<file path="src/rtl/nvm_seq_pkg.sv">
package nvm_seq_pkg;

  typedef enum logic [1:0] {LOP_SEND = 2'd0, LOP_RECV = 2'd1, LOP_ENTER = 2'd2, LOP_PARK = 2'd3} lop_e;

  typedef enum logic [2:0] {
    RK_OPEN = 3'd0, RK_READ = 3'd1, RK_LOAD = 3'd2, RK_COMMIT = 3'd3,
    RK_FUSE = 3'd4, RK_POLL = 3'd5, RK_CLOSE = 3'd6, RK_NONE = 3'd7
  } rkind_e;

  typedef enum logic [3:0] {
    PH_IDLE, PH_ENTER, PH_UNLOCK, PH_ARM, PH_REGW, PH_PTR,
    PH_XFER, PH_DIRW, PH_POLL, PH_CLOSE, PH_PARK
  } phase_e;

  localparam logic [2:0] ERR_NONE    = 3'd0;
  localparam logic [2:0] ERR_LINK    = 3'd1;
  localparam logic [2:0] ERR_TIMEOUT = 3'd2;
  localparam logic [2:0] ERR_BUSY    = 3'd5;

  localparam logic [7:0] CMD_REG  = 8'hCA;
  localparam logic [7:0] STAT_REG = 8'hCF;

  function automatic logic [7:0] load_cmd(logic eep);
    return eep ? 8'h33 : 8'h23;
  endfunction

  function automatic logic [7:0] commit_cmd(logic eep, logic [31:0] a, logic [7:0] boot);
    if (eep) return 8'h35;
    return (a[23:16] < boot) ? 8'h25 : 8'h2D;
  endfunction

  function automatic logic [7:0] unlock_byte(logic [3:0] st);
    case (st)
      4'd0: return 8'hC1;  4'd1: return 8'h59;  4'd2: return 8'hE0;
      4'd3: return 8'hFF;  4'd4: return 8'h88;  4'd5: return 8'hD8;
      4'd6: return 8'hCD;  4'd7: return 8'h45;  4'd8: return 8'hAB;
      4'd9: return 8'h89;  default: return 8'h12;
    endcase
  endfunction

  function automatic logic [3:0] phase_last(phase_e ph);
    case (ph)
      PH_UNLOCK: return 4'd10;
      PH_ARM, PH_CLOSE: return 4'd1;
      PH_REGW, PH_DIRW, PH_POLL: return 4'd5;
      PH_PTR: return 4'd7;
      default: return 4'd0;
    endcase
  endfunction

  function automatic phase_e first_phase(rkind_e k);
    case (k)
      RK_OPEN: return PH_ENTER;
      RK_POLL: return PH_POLL;
      RK_CLOSE: return PH_CLOSE;
      RK_NONE: return PH_IDLE;
      default: return PH_REGW;
    endcase
  endfunction

  function automatic phase_e next_phase(rkind_e k, phase_e ph);
    case (ph)
      PH_ENTER: return PH_UNLOCK;
      PH_UNLOCK: return PH_ARM;
      PH_REGW: begin
        if (k == RK_CLOSE) return PH_PARK;
        if (k == RK_READ || k == RK_LOAD) return PH_PTR;
        return PH_DIRW;
      end
      PH_PTR: return PH_XFER;
      PH_DIRW: return PH_POLL;
      PH_CLOSE: return PH_REGW;
      default: return PH_IDLE;
    endcase
  endfunction

  function automatic lop_e frame_op(phase_e ph, logic [3:0] st, rkind_e k);
    case (ph)
      PH_ENTER: return LOP_ENTER;
      PH_PARK: return LOP_PARK;
      PH_ARM: return (st == 4'd1) ? LOP_RECV : LOP_SEND;
      PH_POLL: return (st == 4'd5) ? LOP_RECV : LOP_SEND;
      PH_XFER: return (k == RK_READ) ? LOP_RECV : LOP_SEND;
      default: return LOP_SEND;
    endcase
  endfunction

  function automatic logic [7:0] frame_byte(phase_e ph, logic [3:0] st, rkind_e k,
      logic [31:0] a, logic [7:0] len, logic [7:0] rv, logic [31:0] da,
      logic [7:0] dd, logic [7:0] hold);
    case (ph)
      PH_UNLOCK: return unlock_byte(st);
      PH_ARM: return (st == 4'd0) ? 8'h80 : 8'h00;
      PH_REGW, PH_POLL: begin
        case (st)
          4'd0: return (ph == PH_REGW) ? 8'h4C : 8'h0C;
          4'd1: return (ph == PH_REGW) ? CMD_REG : STAT_REG;
          4'd2, 4'd4: return 8'h01;
          4'd3: return 8'h00;
          default: return (ph == PH_REGW) ? rv : 8'h00;
        endcase
      end
      PH_PTR: begin
        case (st)
          4'd0: return 8'h6B;
          4'd1: return a[7:0];
          4'd2: return a[15:8];
          4'd3: return a[23:16];
          4'd4: return a[31:24];
          4'd5: return 8'hA0;
          4'd6: return len - 8'd1;
          default: return (k == RK_READ) ? 8'h24 : 8'h64;
        endcase
      end
      PH_DIRW: begin
        case (st)
          4'd0: return 8'h4C;
          4'd1: return da[7:0];
          4'd2: return da[15:8];
          4'd3: return da[23:16];
          4'd4: return da[31:24];
          default: return dd;
        endcase
      end
      PH_XFER: return (k == RK_LOAD) ? hold : 8'h00;
      PH_CLOSE: return (st == 4'd0) ? 8'hC1 : 8'h00;
      default: return 8'h00;
    endcase
  endfunction

endpackage

</file>
<file path="src/rtl/nvm_seq_tries.sv">
module nvm_seq_tries #(
  parameter int LIMIT = 256
) (
  input  logic clk,
  input  logic rst_n,
  input  logic clear,
  input  logic bump,
  output logic expire
);
  localparam int CW = $clog2(LIMIT + 1);
  logic [CW-1:0] cnt_q;

  assign expire = bump && (cnt_q == CW'(LIMIT - 1));

  always_ff @(posedge clk) begin
    if (!rst_n || clear) cnt_q <= '0;
    else if (bump) cnt_q <= cnt_q + CW'(1);
  end
endmodule

</file>
<file path="src/rtl/nvm_seq_frame.sv">
module nvm_seq_frame
  import nvm_seq_pkg::*;
(
  input  phase_e      phase,
  input  logic [3:0]  step,
  input  rkind_e      kind,
  input  logic [31:0] addr,
  input  logic [7:0]  len,
  input  logic [7:0]  reg_val,
  input  logic [31:0] dir_addr,
  input  logic [7:0]  dir_data,
  input  logic [7:0]  hold,
  output lop_e        op,
  output logic [7:0]  byte_o
);
  always_comb begin
    op     = frame_op(phase, step, kind);
    byte_o = frame_byte(phase, step, kind, addr, len, reg_val, dir_addr, dir_data, hold);
  end
endmodule

</file>
<file path="src/rtl/nvm_seq.sv">
module nvm_seq
  import nvm_seq_pkg::*;
#(
  parameter int OPEN_TRIES = 256,
  parameter int BUSY_TRIES = 40000,
  parameter int LEN_W      = 8
) (
  input  logic             clk,
  input  logic             rst_n,
  input  logic             req_valid,
  input  logic [2:0]       req_kind,
  input  logic [31:0]      req_addr,
  input  logic [LEN_W-1:0] req_len,
  input  logic             req_eeprom,
  input  logic [2:0]       req_fuse_idx,
  input  logic [7:0]       req_value,
  input  logic [7:0]       boot_base,
  output logic             busy,
  output logic             done,
  output logic [2:0]       err_code,
  output logic [LEN_W-1:0] xfer_cnt,
  input  logic [7:0]       wr_data,
  input  logic             wr_valid,
  output logic             wr_ready,
  output logic [7:0]       rd_data,
  output logic             rd_valid,
  output logic             lnk_req,
  output logic [1:0]       lnk_op,
  output logic [7:0]       lnk_byte,
  input  logic             lnk_done,
  input  logic [7:0]       lnk_rdata,
  input  logic             lnk_rerr
);
  phase_e            phase_q;
  logic [3:0]        step_q;
  rkind_e            kind_q;
  logic [31:0]       addr_q, dir_addr_q;
  logic [LEN_W-1:0]  len_q, xcnt_q;
  logic [7:0]        reg_val_q, dir_data_q, hold_q;
  logic              have_q;
  lop_e              op_w;

  // named internal events, observed by the checker
  logic accept, hs, rx_bad, arm_try, arm_ok, arm_miss, stat_try, stat_idle, stat_busy;
  logic arm_expire, busy_expire, xfer_last, instant, load_xfer;
  rkind_e req_k;

  assign req_k     = rkind_e'(req_kind);
  assign busy      = (phase_q != PH_IDLE);
  assign accept    = req_valid && !busy;
  assign instant   = (req_k == RK_NONE) ||
                     ((req_k == RK_READ || req_k == RK_LOAD) && req_len == '0);
  assign load_xfer = (phase_q == PH_XFER) && (kind_q == RK_LOAD);
  assign wr_ready  = load_xfer && !have_q;
  assign lnk_req   = busy && (!load_xfer || have_q);
  assign lnk_op    = op_w;
  assign hs        = lnk_req && lnk_done;
  assign rx_bad    = hs && (op_w == LOP_RECV) && lnk_rerr;
  assign arm_try   = hs && !lnk_rerr && phase_q == PH_ARM && step_q == 4'd1;
  assign arm_ok    = arm_try && lnk_rdata[1];
  assign arm_miss  = arm_try && !lnk_rdata[1];
  assign stat_try  = hs && !lnk_rerr && phase_q == PH_POLL && step_q == 4'd5;
  assign stat_idle = stat_try && !lnk_rdata[7];
  assign stat_busy = stat_try && lnk_rdata[7];
  assign xfer_last = (xcnt_q + LEN_W'(1)) == len_q;
  assign xfer_cnt  = xcnt_q;

  nvm_seq_frame u_frame (
    .phase(phase_q), .step(step_q), .kind(kind_q), .addr(addr_q),
    .len(8'(len_q)), .reg_val(reg_val_q), .dir_addr(dir_addr_q),
    .dir_data(dir_data_q), .hold(hold_q), .op(op_w), .byte_o(lnk_byte)
  );

  nvm_seq_tries #(.LIMIT(OPEN_TRIES)) u_arm_tries (
    .clk(clk), .rst_n(rst_n), .clear(accept), .bump(arm_miss), .expire(arm_expire)
  );

  nvm_seq_tries #(.LIMIT(BUSY_TRIES)) u_busy_tries (
    .clk(clk), .rst_n(rst_n), .clear(accept), .bump(stat_busy), .expire(busy_expire)
  );

  always_ff @(posedge clk) begin
    if (!rst_n) begin
      phase_q <= PH_IDLE;   step_q <= '0;      kind_q <= RK_NONE;
      addr_q <= '0;         dir_addr_q <= '0;  len_q <= '0;
      xcnt_q <= '0;         reg_val_q <= '0;   dir_data_q <= '0;
      hold_q <= '0;         have_q <= 1'b0;    done <= 1'b0;
      err_code <= ERR_NONE; rd_valid <= 1'b0;  rd_data <= '0;
    end else begin
      done     <= 1'b0;
      rd_valid <= 1'b0;
      if (accept) begin
        kind_q     <= req_k;
        addr_q     <= req_addr;
        len_q      <= req_len;
        xcnt_q     <= '0;
        err_code   <= ERR_NONE;
        have_q     <= 1'b0;
        step_q     <= '0;
        dir_addr_q <= (req_k == RK_FUSE) ? {24'h008F00, 5'b00100, req_fuse_idx} : req_addr;
        dir_data_q <= (req_k == RK_FUSE) ? req_value : 8'h00;
        case (req_k)
          RK_READ:   reg_val_q <= 8'h43;
          RK_LOAD:   reg_val_q <= load_cmd(req_eeprom);
          RK_COMMIT: reg_val_q <= commit_cmd(req_eeprom, req_addr, boot_base);
          RK_FUSE:   reg_val_q <= 8'h4C;
          default:   reg_val_q <= 8'h00;
        endcase
        if (instant) done <= 1'b1;
        else phase_q <= first_phase(req_k);
      end else if (busy) begin
        if (wr_ready && wr_valid) begin
          hold_q <= wr_data;
          have_q <= 1'b1;
        end
        if (hs) begin
          if (rx_bad) begin
            phase_q <= PH_IDLE; done <= 1'b1; err_code <= ERR_LINK;
          end else if (arm_ok || stat_idle) begin
            phase_q <= PH_IDLE; done <= 1'b1;
          end else if (arm_miss || stat_busy) begin
            if (arm_expire || busy_expire) begin
              phase_q  <= PH_IDLE;
              done     <= 1'b1;
              err_code <= arm_expire ? ERR_TIMEOUT : ERR_BUSY;
            end else begin
              step_q <= '0;
            end
          end else if (phase_q == PH_XFER) begin
            xcnt_q <= xcnt_q + LEN_W'(1);
            have_q <= 1'b0;
            if (kind_q == RK_READ) begin
              rd_valid <= 1'b1;
              rd_data  <= lnk_rdata;
            end
            if (xfer_last) begin
              phase_q <= PH_IDLE; done <= 1'b1;
            end
          end else if (step_q == phase_last(phase_q)) begin
            step_q  <= '0;
            phase_q <= next_phase(kind_q, phase_q);
            if (next_phase(kind_q, phase_q) == PH_IDLE) done <= 1'b1;
          end else begin
            step_q <= step_q + 4'd1;
          end
        end
      end
    end
  end
endmodule

</file>
<file path="config.mk">
export PLATFORM = sky130hd
export DESIGN_NAME = nvm_seq
export DESIGN_NICKNAME = d
export VERILOG_FILES = /design/src/rtl/nvm_seq_pkg.sv /design/src/rtl/nvm_seq_tries.sv /design/src/rtl/nvm_seq_frame.sv /design/src/rtl/nvm_seq.sv
export SDC_FILE = /design/constraint.sdc
export NUM_CORES = 1
export LEC_CHECK = 0
export BUFFER_PORTS_ARGS = -buffer_cell sky130_fd_sc_hd__buf_2
export CAP_MARGIN = 25
export CORE_MARGIN = 4
export CORE_UTILIZATION = 35
export CTS_CLUSTER_DIAMETER = 100
export DETAILED_ROUTE_END_ITERATION = 12
export GPL_TIMING_DRIVEN = 1
export PLACE_DENSITY_LB_ADDON = 0.3
export SLEW_MARGIN = 20
export SYNTH_ARGS = -nofsm -noshare
export SYNTH_HDL_FRONTEND = slang
export SYNTH_SLANG_ARGS = --single-unit
export TNS_END_PERCENT = 50
</file>
<file path="constraint.sdc">
create_clock -name clk -period 3.99 [get_ports clk]
set_input_delay 0.798 -clock clk [delete_from_list [all_inputs] [get_ports clk]]
set_output_delay 0.798 -clock clk [all_outputs]
set_load 0.005 [all_outputs]
</file>
==> Word-level counts from Yosys, hierarchy flattened <==
Memories as Yosys holds them, arrays and structs flattened. A register that Yosys moved wholly into a read port is not among the register bits.
Cells that the tools add are included.
{ "word_totals": {"ff_bits": 154, "n_memories": 1, "mem_bits_ro": 128, "wordCells": 239} }
{ "memory_table": {"columns": ["memory", "words", "width", "read_ports", "rd_clocked_by_memory_dff", "wr", "line", "text"], "rows": [
  ["(name not given)", 16, 8, 1, 1, 0, "nvm_seq_pkg.sv:33", "case (st)"]
]} }
{ "op_classes": {"n_eq_ne": 37, "bitwise_logic": 8, "muxes": 113, "n_reduce_logical": 57, "n_lt_le_gt_ge": 1, "addsub": 5} }
{ "op_table": {"columns": ["op", "n"], "rows": [
  ["4-bit 2-to-1 mux", 38],
  ["8-bit case mux with 7 select lines", 2],
  ["8-bit case mux with 4 select lines", 2],
  ["8-bit 2-to-1 mux", 7],
  ["1-bit 2-to-1 mux", 49],
  ["8-bit case mux with 5 select lines", 1],
  ["32-bit 2-to-1 mux", 1],
  ["4-bit case mux with 4 select lines", 2],
  ["4-bit by 3-bit == test with 1-bit output (second input constant)", 7],
  ["4-bit case mux with 6 select lines", 1],
  ["1-bit logical AND", 20],
  ["3-bit 2-to-1 mux", 6],
  ["6-bit AND reduction", 3],
  ["16-bit by 1-bit adder with 16-bit output (second input constant)", 1],
  ["16-bit == test (second input constant)", 1],
  ["4-bit by 2-bit == test with 1-bit output (second input constant)", 4],
  ["3-bit == test (second input constant)", 5],
  ["7-bit 2-to-1 mux", 2],
  ["4-bit == test (second input constant)", 3],
  ["2-bit case mux with 5 select lines", 1],
  ["9-bit by 1-bit adder with 9-bit output (second input constant)", 1],
  ["3-bit by 2-bit == test with 1-bit output (second input constant)", 3],
  ["9-bit by 8-bit == test with 1-bit output (second input constant)", 1],
  ["8-bit by 1-bit adder with 8-bit output (second input constant)", 1],
  ["other kinds (28)", 59]
]} }

==> Logic depth before layout (Yosys ltp) <==
Gate-level depths: netlist of run 1.
{ "logic_depth": {"word_depth": 61, "ltp_mapped": 14, "mapped_depth_nobuf": 13} }

==> Cells and area by module <==
Synthesis of run 1 repeated with hierarchy kept, for this count alone.
{ "hier_totals": {"hier_cells": 1115, "area_unflattened_um2": 8572.0} }
{ "modules_own_cells": {"columns": ["module", "n_inst", "cells_each", "area_per_inst_um2", "seq_area_each_um2"], "rows": [
  ["nvm_seq", 1, 734, 5744.3, 2562.5],
  ["nvm_seq_frame", 1, 246, 1620.3, 0.0],
  ["nvm_seq_tries (u_busy_tries)", 1, 89, 799.5, 320.3],
  ["nvm_seq_tries (u_arm_tries)", 1, 46, 407.9, 180.2]
]} }

==> Worst setup path before layout of run 1 <==
OpenSTA, ideal clock, no wires.
{ "synth_timing": {"path_kind": "reg2out", "startpoint": "register step_q[0]", "endpoint": "output lnk_byte[3]", "slack_ns": 0.717, "path_buffers": 2, "arrival_ns": 2.475, "stages_incl_launch_ff": 10, "path_cell_list": "dfxtp_1 > clkbuf_1 > inv_1 > ha_1 > and2_1 > clkbuf_1 > nor4_1 > o21ai_0 > a222oi_1 > o211ai_1"} }
{ "synth_via": {"elab_chain_cells": 4, "word_cells_on_any_way": 12, "cone_classes": "eq/ne (6); mux (4); reduce/logical (2)"} }
{ "synth_lines": {"columns": ["item", "line", "text"], "rows": [
  ["start, declared", "nvm_seq.sv:35", "logic [3:0] step_q;"],
  ["start signal, assigned", "nvm_seq.sv:144", "step_q <= step_q + 4'd1;"],
  ["4-bit by 2-bit == test with 1-bit output or 4-bit by 3-bit == test with 1-bit output (tied branches)", "nvm_seq_pkg.sv:95, nvm_seq_pkg.sv:104, nvm_seq_pkg.sv:116", null],
  ["2-bit OR reduction", "nvm_seq_pkg.sv:95", "case (st)"],
  ["8-bit case mux with 4 select lines", "nvm_seq_pkg.sv:95", null],
  ["8-bit case mux with 7 select lines *", "nvm_seq_pkg.sv:91", "case (ph)"],
  ["end, declared", "nvm_seq.sv:29", "output logic [7:0] lnk_byte,"]
]} }
Every way passes the cells marked *; elsewhere a longest branch is shown, timed or not.

==> Worst setup path after layout of run 1 <==
{ "layout_timing": {"startpoint": "register step_q[1]", "endpoint": "output lnk_byte[0]"} }
Same word-level chain as after synthesis.

==> run metrics, run 1 <==
Post-Syn Area=0.008441 sq mm; starting density of the core=35.75%; M1 GR Usage=between 20% and 30%; largest net degree at the start of global routing=115; CP Max Fanout=15; fin. max-slew vios=0; die span in x=163.3 um; die area=0.02667 sq mm; predominant post-synthesis flop cell=dfxtp_1; aggregate negative setup slack=0 ps; Worst setup EP type=primary output; Diodes inserted=0; worst setup path class=reg -> out; ys async rst share=0%; final net count=1225; Worst EP arrival=approximately 3000 ps; Max Freq=261.3 MHz; Sw Ratio=40.53%; static leakage=3.875 nW; hold_ws=469.6 ps; Initial DRC Count=759; CP Data Required Time=3190 ps; RSZ-0062 raised after global routing=no; final wirelength=24820 um; worst-case clock buffer depth=2; Worst-path clk slew=70 ps; Synth area leaders=dfxtp_1, nand2_1, a21boi_0; Tmin final=approximately 3800 ps; Core Box Area=about 0.024 sq mm; antenna viol nets, final=0; Top-Level Pins=119; setup ws final=163.4 ps; routing usage on met3=~3.3%; power share of the combinational group=between 30% and 40%; Final Hold Fails=0; GRT overflow=0; Mean Syn Cell Area=8.124 sq um; TritonCTS Buffers=17; dpl cell area=0.009329 sq mm; crit start category=flip-flop; final period utilization=roughly 96%; row count=56; Place WS=roughly 360 ps; Detail Placement HPWL=18180 um; DRT Pass-1 Iters=7; design area=0.009978 sq mm; met2 Usage GRT=30.77%; Post-Synthesis Net Count=1140; pwr/cell area=619.5 mW/mm^2; port bufs=118; synthesized flop and latch total=between 150 and 200; EDFF count, synth=0; Min-Delay Path Class=reg -> reg; clock sinks=161; post-synthesis cell type count=80; NetSw=between 2 and 3 mW; worst slew pin tran=995.3 ps; htree depth=4; Post-CTS Setup Inserts=0; Cell Int Power=approximately 3.7 mW; DRC=0; max-cap violations=0; GRT Max-Usage Layer=met2; Fin Clk Skew=8.890 ps; vias=7708; root buffer cell=clkbuf_16; DR vias/cell=5.294; Slew headroom=33.65%; RD Place Congestion=0.8885; outcome=finished clean; Post-Syn Instances=1039; GRT Overall Usage=18.50%; power share of the clock group=28.2%; Routed WL per cell=approximately 17 um; initial antenna violation count=0; setup violators final=0; Slowest cell on crit path=or4_1; CTS tree=yes; Worst-Skew Late Latency=roughly 450 ps; sequential fraction of design power=a little over a third; global-route wire length before repair=just under 40000 um; worst path cell trace=inv_1 > ha_1 > nor3b_4 > buf_4 > nand2_1 > o21ai_0 > a221oi_1 > a21oi_1 > or4_1 > buf_2; delay of the slowest cell on the worst path=570 ps; Filler cells=2426; vias in the first global route=7271; IR drop worst, VDD=between 300 and 400 uV; synth warn=0; Die Ht=163.3 um; register area share after synthesis=38.19%; post-synth top area cell=dfxtp_1; layout cell share with drive strength beyond 1=18.03%; synthesis-to-finish area growth=18.22%; Synth top area share=38.19%
[path summary, 6_finish.rpt]
path / start / to / slack, ps / depth (start not counted)
worst min register to register: err_code[2]$_SDFFE_PP0P_ / err_code[2]$_SDFFE_PP0P_ / 470 / 2
worst max-delay path: step_q[1]$_SDFFE_PP0N_ / lnk_byte[0] / 160 / 10
worst min-delay path: err_code[2]$_SDFFE_PP0P_ / err_code[2]$_SDFFE_PP0P_ / 470 / 2
worst max register to register: phase_q[3]$_SDFFE_PN0P_ / flip-flop / 640 / 10
[critical path, delay by kind of cell (launching register included)]
kind / cells / cell delay, ps
buffers and inverters: 3 / 500
adder cells (fa/ha/maj): 1 / 320
AO/OA/AOI/OAI: 3 / 440
AND/OR/NAND/NOR: 3 / 880
flip-flops: 1 / 430
[registers in the layout, summed over array words and instances, names as in the netlist, 3 cells and up, named ones only]
signal	flops
err_code	3
step_q	4
dir_data_q	8
xfer_cnt	8
u_busy_tries.cnt_q	16
len_q	8
kind_q	3
addr_q	32
rd_data	8
u_arm_tries.cnt_q	9
dir_addr_q	32
reg_val_q	7
hold_q	8
phase_q	4
[layer usage]
metal / up-vias / part of all wire, %
li1: 3829 / -
met1: 3590 / 46
met2: 243 / 46
met3: 46 / 5.7
met4: 0 / 2.1
met5: - / 0
[kinds of logic after synthesis]
kind of cell	after synthesis	share of synthesized area, %
DFF	161	38.19
xor gates and xnor gates	48	5.159
and+or+nand+nor	458	27.14
buffers and inverters	97	4.462
AOI/OAI and AO/OA	235	19.76
adders and majority gates	16	2.372
muxes	24	2.920
[layout make-up]
cell class	count	area (sq um)	area share [%]
Sequential cell	161	3226	32.33
Timing Repair Buffer	140	763.2	7.649
Clock inverter	15	193.9	1.944
Multi-Input combinational cell	781	4885	48.95
Clock buffer	17	425.4	4.263
Tap cell	319	399.1	4.000
Inverter	23	86.33	0.8652
[cells in the mapped netlist (all sizes together), types with 3 or more instances]
cell type,instances
a211oi,4
a21boi,76
a21o,3
a21oi,37
a221oi,7
a222oi,7
a22oi,23
a31oi,11
and2,9
and3,9
and4,3
buf,11
clkbuf,63
dfxtp,161
ha,16
inv,23
mux2,5
mux2i,19
nand2,180
nand2b,8
nand3,67
nand3b,7
nand4,13
nor2,72
nor2b,29
nor3,14
nor3b,9
nor4,6
nor4b,6
o211a,5
o211ai,9
o21ai,32
o21bai,3
o22ai,3
or3,8
or3b,3
or4,3
xnor2,19
xor2,28
[cell usage in the layout (no fill, tap or decap), types with 4 or more instances in the layout]
master	Yosys	layout
a211oi_1	4	4
nand4_1	13	13
nor2b_1	29	29
a31oi_1	9	9
nand3_1	67	67
nand2b_1	7	7
a221oi_1	7	7
a21boi_0	76	76
nor2_1	70	69
a222oi_1	7	7
nand2_1	180	179
a22oi_1	23	23
a21oi_1	36	36
inv_6	0	4
and2_1	8	7
dfxtp_1	161	159
ha_1	16	16
nor3_1	14	13
nor4b_1	5	4
xor2_1	28	28
buf_2	7	118
nor3b_1	8	8
inv_1	21	21
xnor2_1	19	19
clkbuf_16	0	17
or3_1	8	8
inv_8	0	4
nand3b_1	6	6
buf_4	1	21
o211ai_1	8	8
o21ai_0	30	30
nor4_1	5	4
mux2i_1	19	19
mux2_2	4	4
o211a_1	5	5
and3_1	9	9
[what timing repair did]
action                     CTS  global route
hold buffers                 0             0
gates resized for setup      2             5
setup endpoints to repair    5             5
[stage by stage]
step                      std cells  total power [mW]  util (%)
after global routing           1456             6.556     42.26
final                          1456             6.182     42.26
after floorplan                1039             3.759         -
after CTS                      1456             6.202     42.16
after global placement         1423             4.446     39.44
after detailed placement       1424             4.464     39.51
[power by group through the flow]
stage	Combinational, mW	Sequential, mW	Clock (mW)
4_1_cts	2.18	2.26	1.76
3_5_place_dp	2.17	2.29	0
5_1_grt	2.43	2.29	1.83
2_1_floorplan	1.67	2.09	0
6_report	2.18	2.26	1.74
3_3_place_gp	2.16	2.29	0
No activity file was read; power rests on OpenSTA's default activity.
==> run 2: changes to the inputs <==
Settings changed: CORE_ASPECT_RATIO set to 0.5.
==> run 2 against run 1 <==
Compared with the run above:
- worst hold slack got worse by 2.1 ps
- utilization increased by 0.50 points
- first-iteration DRC count unchanged
- critical endpoint is now lnk_byte[3]
- highest routed layer unchanged
==> run metrics, run 2 (synthesis gave the netlist of run 1 again) <==
biggest regs=addr_q x32, dir_addr_q x32, u_busy_tries.cnt_q x16; Core Box Area=0.02328 sq mm; htree depth=4; power share of the clock group=between 20 and 30%; Diodes inserted=0; Crit path depth=9; design area=0.009953 sq mm; power share of the combinational group=between 30% and 40%; pwr/cell area=~630 mW/mm^2; Worst setup EP type=primary output; crit start category=flip-flop; synthesis-to-finish area growth=17.92%; Place WS=466.7 ps; port bufs=approximately 120; sequential fraction of design power=a little over a third; CP Max Fanout=18; Min-Delay Path Class=reg -> reg; vias in the first global route=7438; die span in x=227.6 um; Filler cells=2301; GRT Overall Usage=~18%; Top delay family on crit path=simple AND/OR/NAND/NOR gates; aggregate negative setup slack=0 ps; Die Ht=117.8 um; worst hold path depth=2; root buffer cell=clkbuf_16; GRT overflow=0; NetSw=2.384 mW; max-cap violations=0; most used cell, CP=buf_4; Cell Int Power=3.869 mW; worst setup path class=reg -> out; Slew headroom=37.85%; clock sinks=161; DR vias/cell=5.392; final wirelength=24710 um; Sw Ratio=between 30% and 40%; DRT Pass-1 Iters=5; RD Place Congestion=0.8945; CP Buf/Inv Count=3; Routed WL per cell=17.18 um; delay of the slowest cell on the worst path=630 ps; Post-CTS Setup Inserts=0; setup violators final=0; Initial DRC Count=759; Worst R2R Start=step_q[1]$_SDFFE_PP0N_; CTS tree=yes; final period utilization=94.86%; layout cell share with drive strength beyond 1=17.68%; Worst-Skew Late Latency=~430 ps; Detail Placement HPWL=18290 um; worst path cell trace=nor2_1 > and2_1 > buf_4 > nor4_1 > buf_4 > o21ai_0 > a222oi_1 > o211ai_1 > buf_2; most frequent cells in the layout=nand2_1, dfxtp_1, buf_2; worst-case clock buffer depth=2; hold_ws=467.5 ps; most common cell after layout, fill and taps aside=nand2_1; CP Data Required Time=3190 ps; hold path start=dir_data_q[1]$_SDFFE_PN0P_; Max Freq=264.2 MHz; static leakage=just under 4 nW; Tmin final=between 3000 and 4000 ps; Fin Clk Skew=11.22 ps; Worst-path clk slew=70 ps; TritonCTS Buffers=17; DRC=0; Finished Core Util=a little over two fifths; fin. max-slew vios=0; starting density of the core=36.26%; initial antenna violation count=0; global-route wire length before repair=39520 um; antenna viol nets, final=0; Final Hold Fails=0; dpl cell area=0.009276 sq mm; die area=0.02682 sq mm; Reg area=0.003228 sq mm; Worst Hold End=dir_data_q[1]$_SDFFE_PN0P_; IR drop worst, VDD=approximately 390 uV; vias=roughly 7.8k; largest net degree at the start of global routing=106; row count=39; worst slew pin tran=932.2 ps; R2R depth=13; setup ws final=205.3 ps; Worst EP arrival=roughly 3000 ps; final net count=around 1.2k; RSZ-0062 raised after global routing=no; outcome=finished clean; Slowest cell on crit path=dfxtp_1; Worst R2R Setup Slack=between 600 and 700 ps; Top-Level Pins=119; area of the multi-input gates=just under 0.005 sq mm
[run 2: worst max path at each step]
stage | startpoint | end
2_1_floorplan | step_q[0]$_SDFFE_PP0N_ | lnk_byte[3]
3_5_place_dp | step_q[2]$_SDFFE_PP0N_ | lnk_byte[3]
6_report | step_q[3]$_SDFFE_PP0N_ | lnk_byte[3]
3_3_place_gp | phase_q[1]$_SDFFE_PN0P_ | flip-flop
4_1_cts | step_q[2]$_SDFFE_PP0N_ | lnk_byte[3]
5_1_grt | phase_q[3]$_SDFFE_PN0P_ | lnk_byte[1]
[run 2: cell type report]
type / instances / area share [%]
Multi-Input combinational cell: 781 / 48.84
Sequential cell: 161 / 32.43
Timing Repair Buffer: 135 / 7.291
Clock buffer: 20 / 4.689
Tap cell: 307 / 3.859
Clock inverter: 11 / 2.024
Inverter: 23 / 0.8674
[run 2: power groups by stage]
stage          sequential [mW]  combinational (mW)  clock [mW]
2_1_floorplan             2.09                1.67           0
3_3_place_gp              2.27                2.11           0
3_5_place_dp              2.28                2.14           0
4_1_cts                   2.25                2.15        1.88
5_1_grt                   2.29                2.39        1.96
6_report                  2.26                2.15        1.85
[run 2: routing by layer]
metal / vias to the layer above / global-route usage, % / share of wire (%)
met4: 0 / 6.533 / 2.7
met2: 226 / 28.01 / 45
met3: 37 / 3.887 / 5.3
met1: 3685 / 25.44 / 47
met5: - / 0 / 0
li1: 3806 / - / -
[run 2: what timing repair did]
item	4_1_cts	5_1_grt
setup endpoints to repair	0	6
hold buffers	0	0
resized for setup	0	6
[run 2: stage by stage]
step	cells	power, mW
after global placement	1406	4.378
after floorplan	1039	3.759
final	1438	6.253
after CTS	1438	6.281
after detailed placement	1407	4.424
after global routing	1438	6.644
[run 2: tightest hold or removal path: cells and delay by family, from the launching register on]
kind / cells / cell delay [ps]
simple gates: 1 / 50
compound gates: 1 / 60
flops: 1 / 310
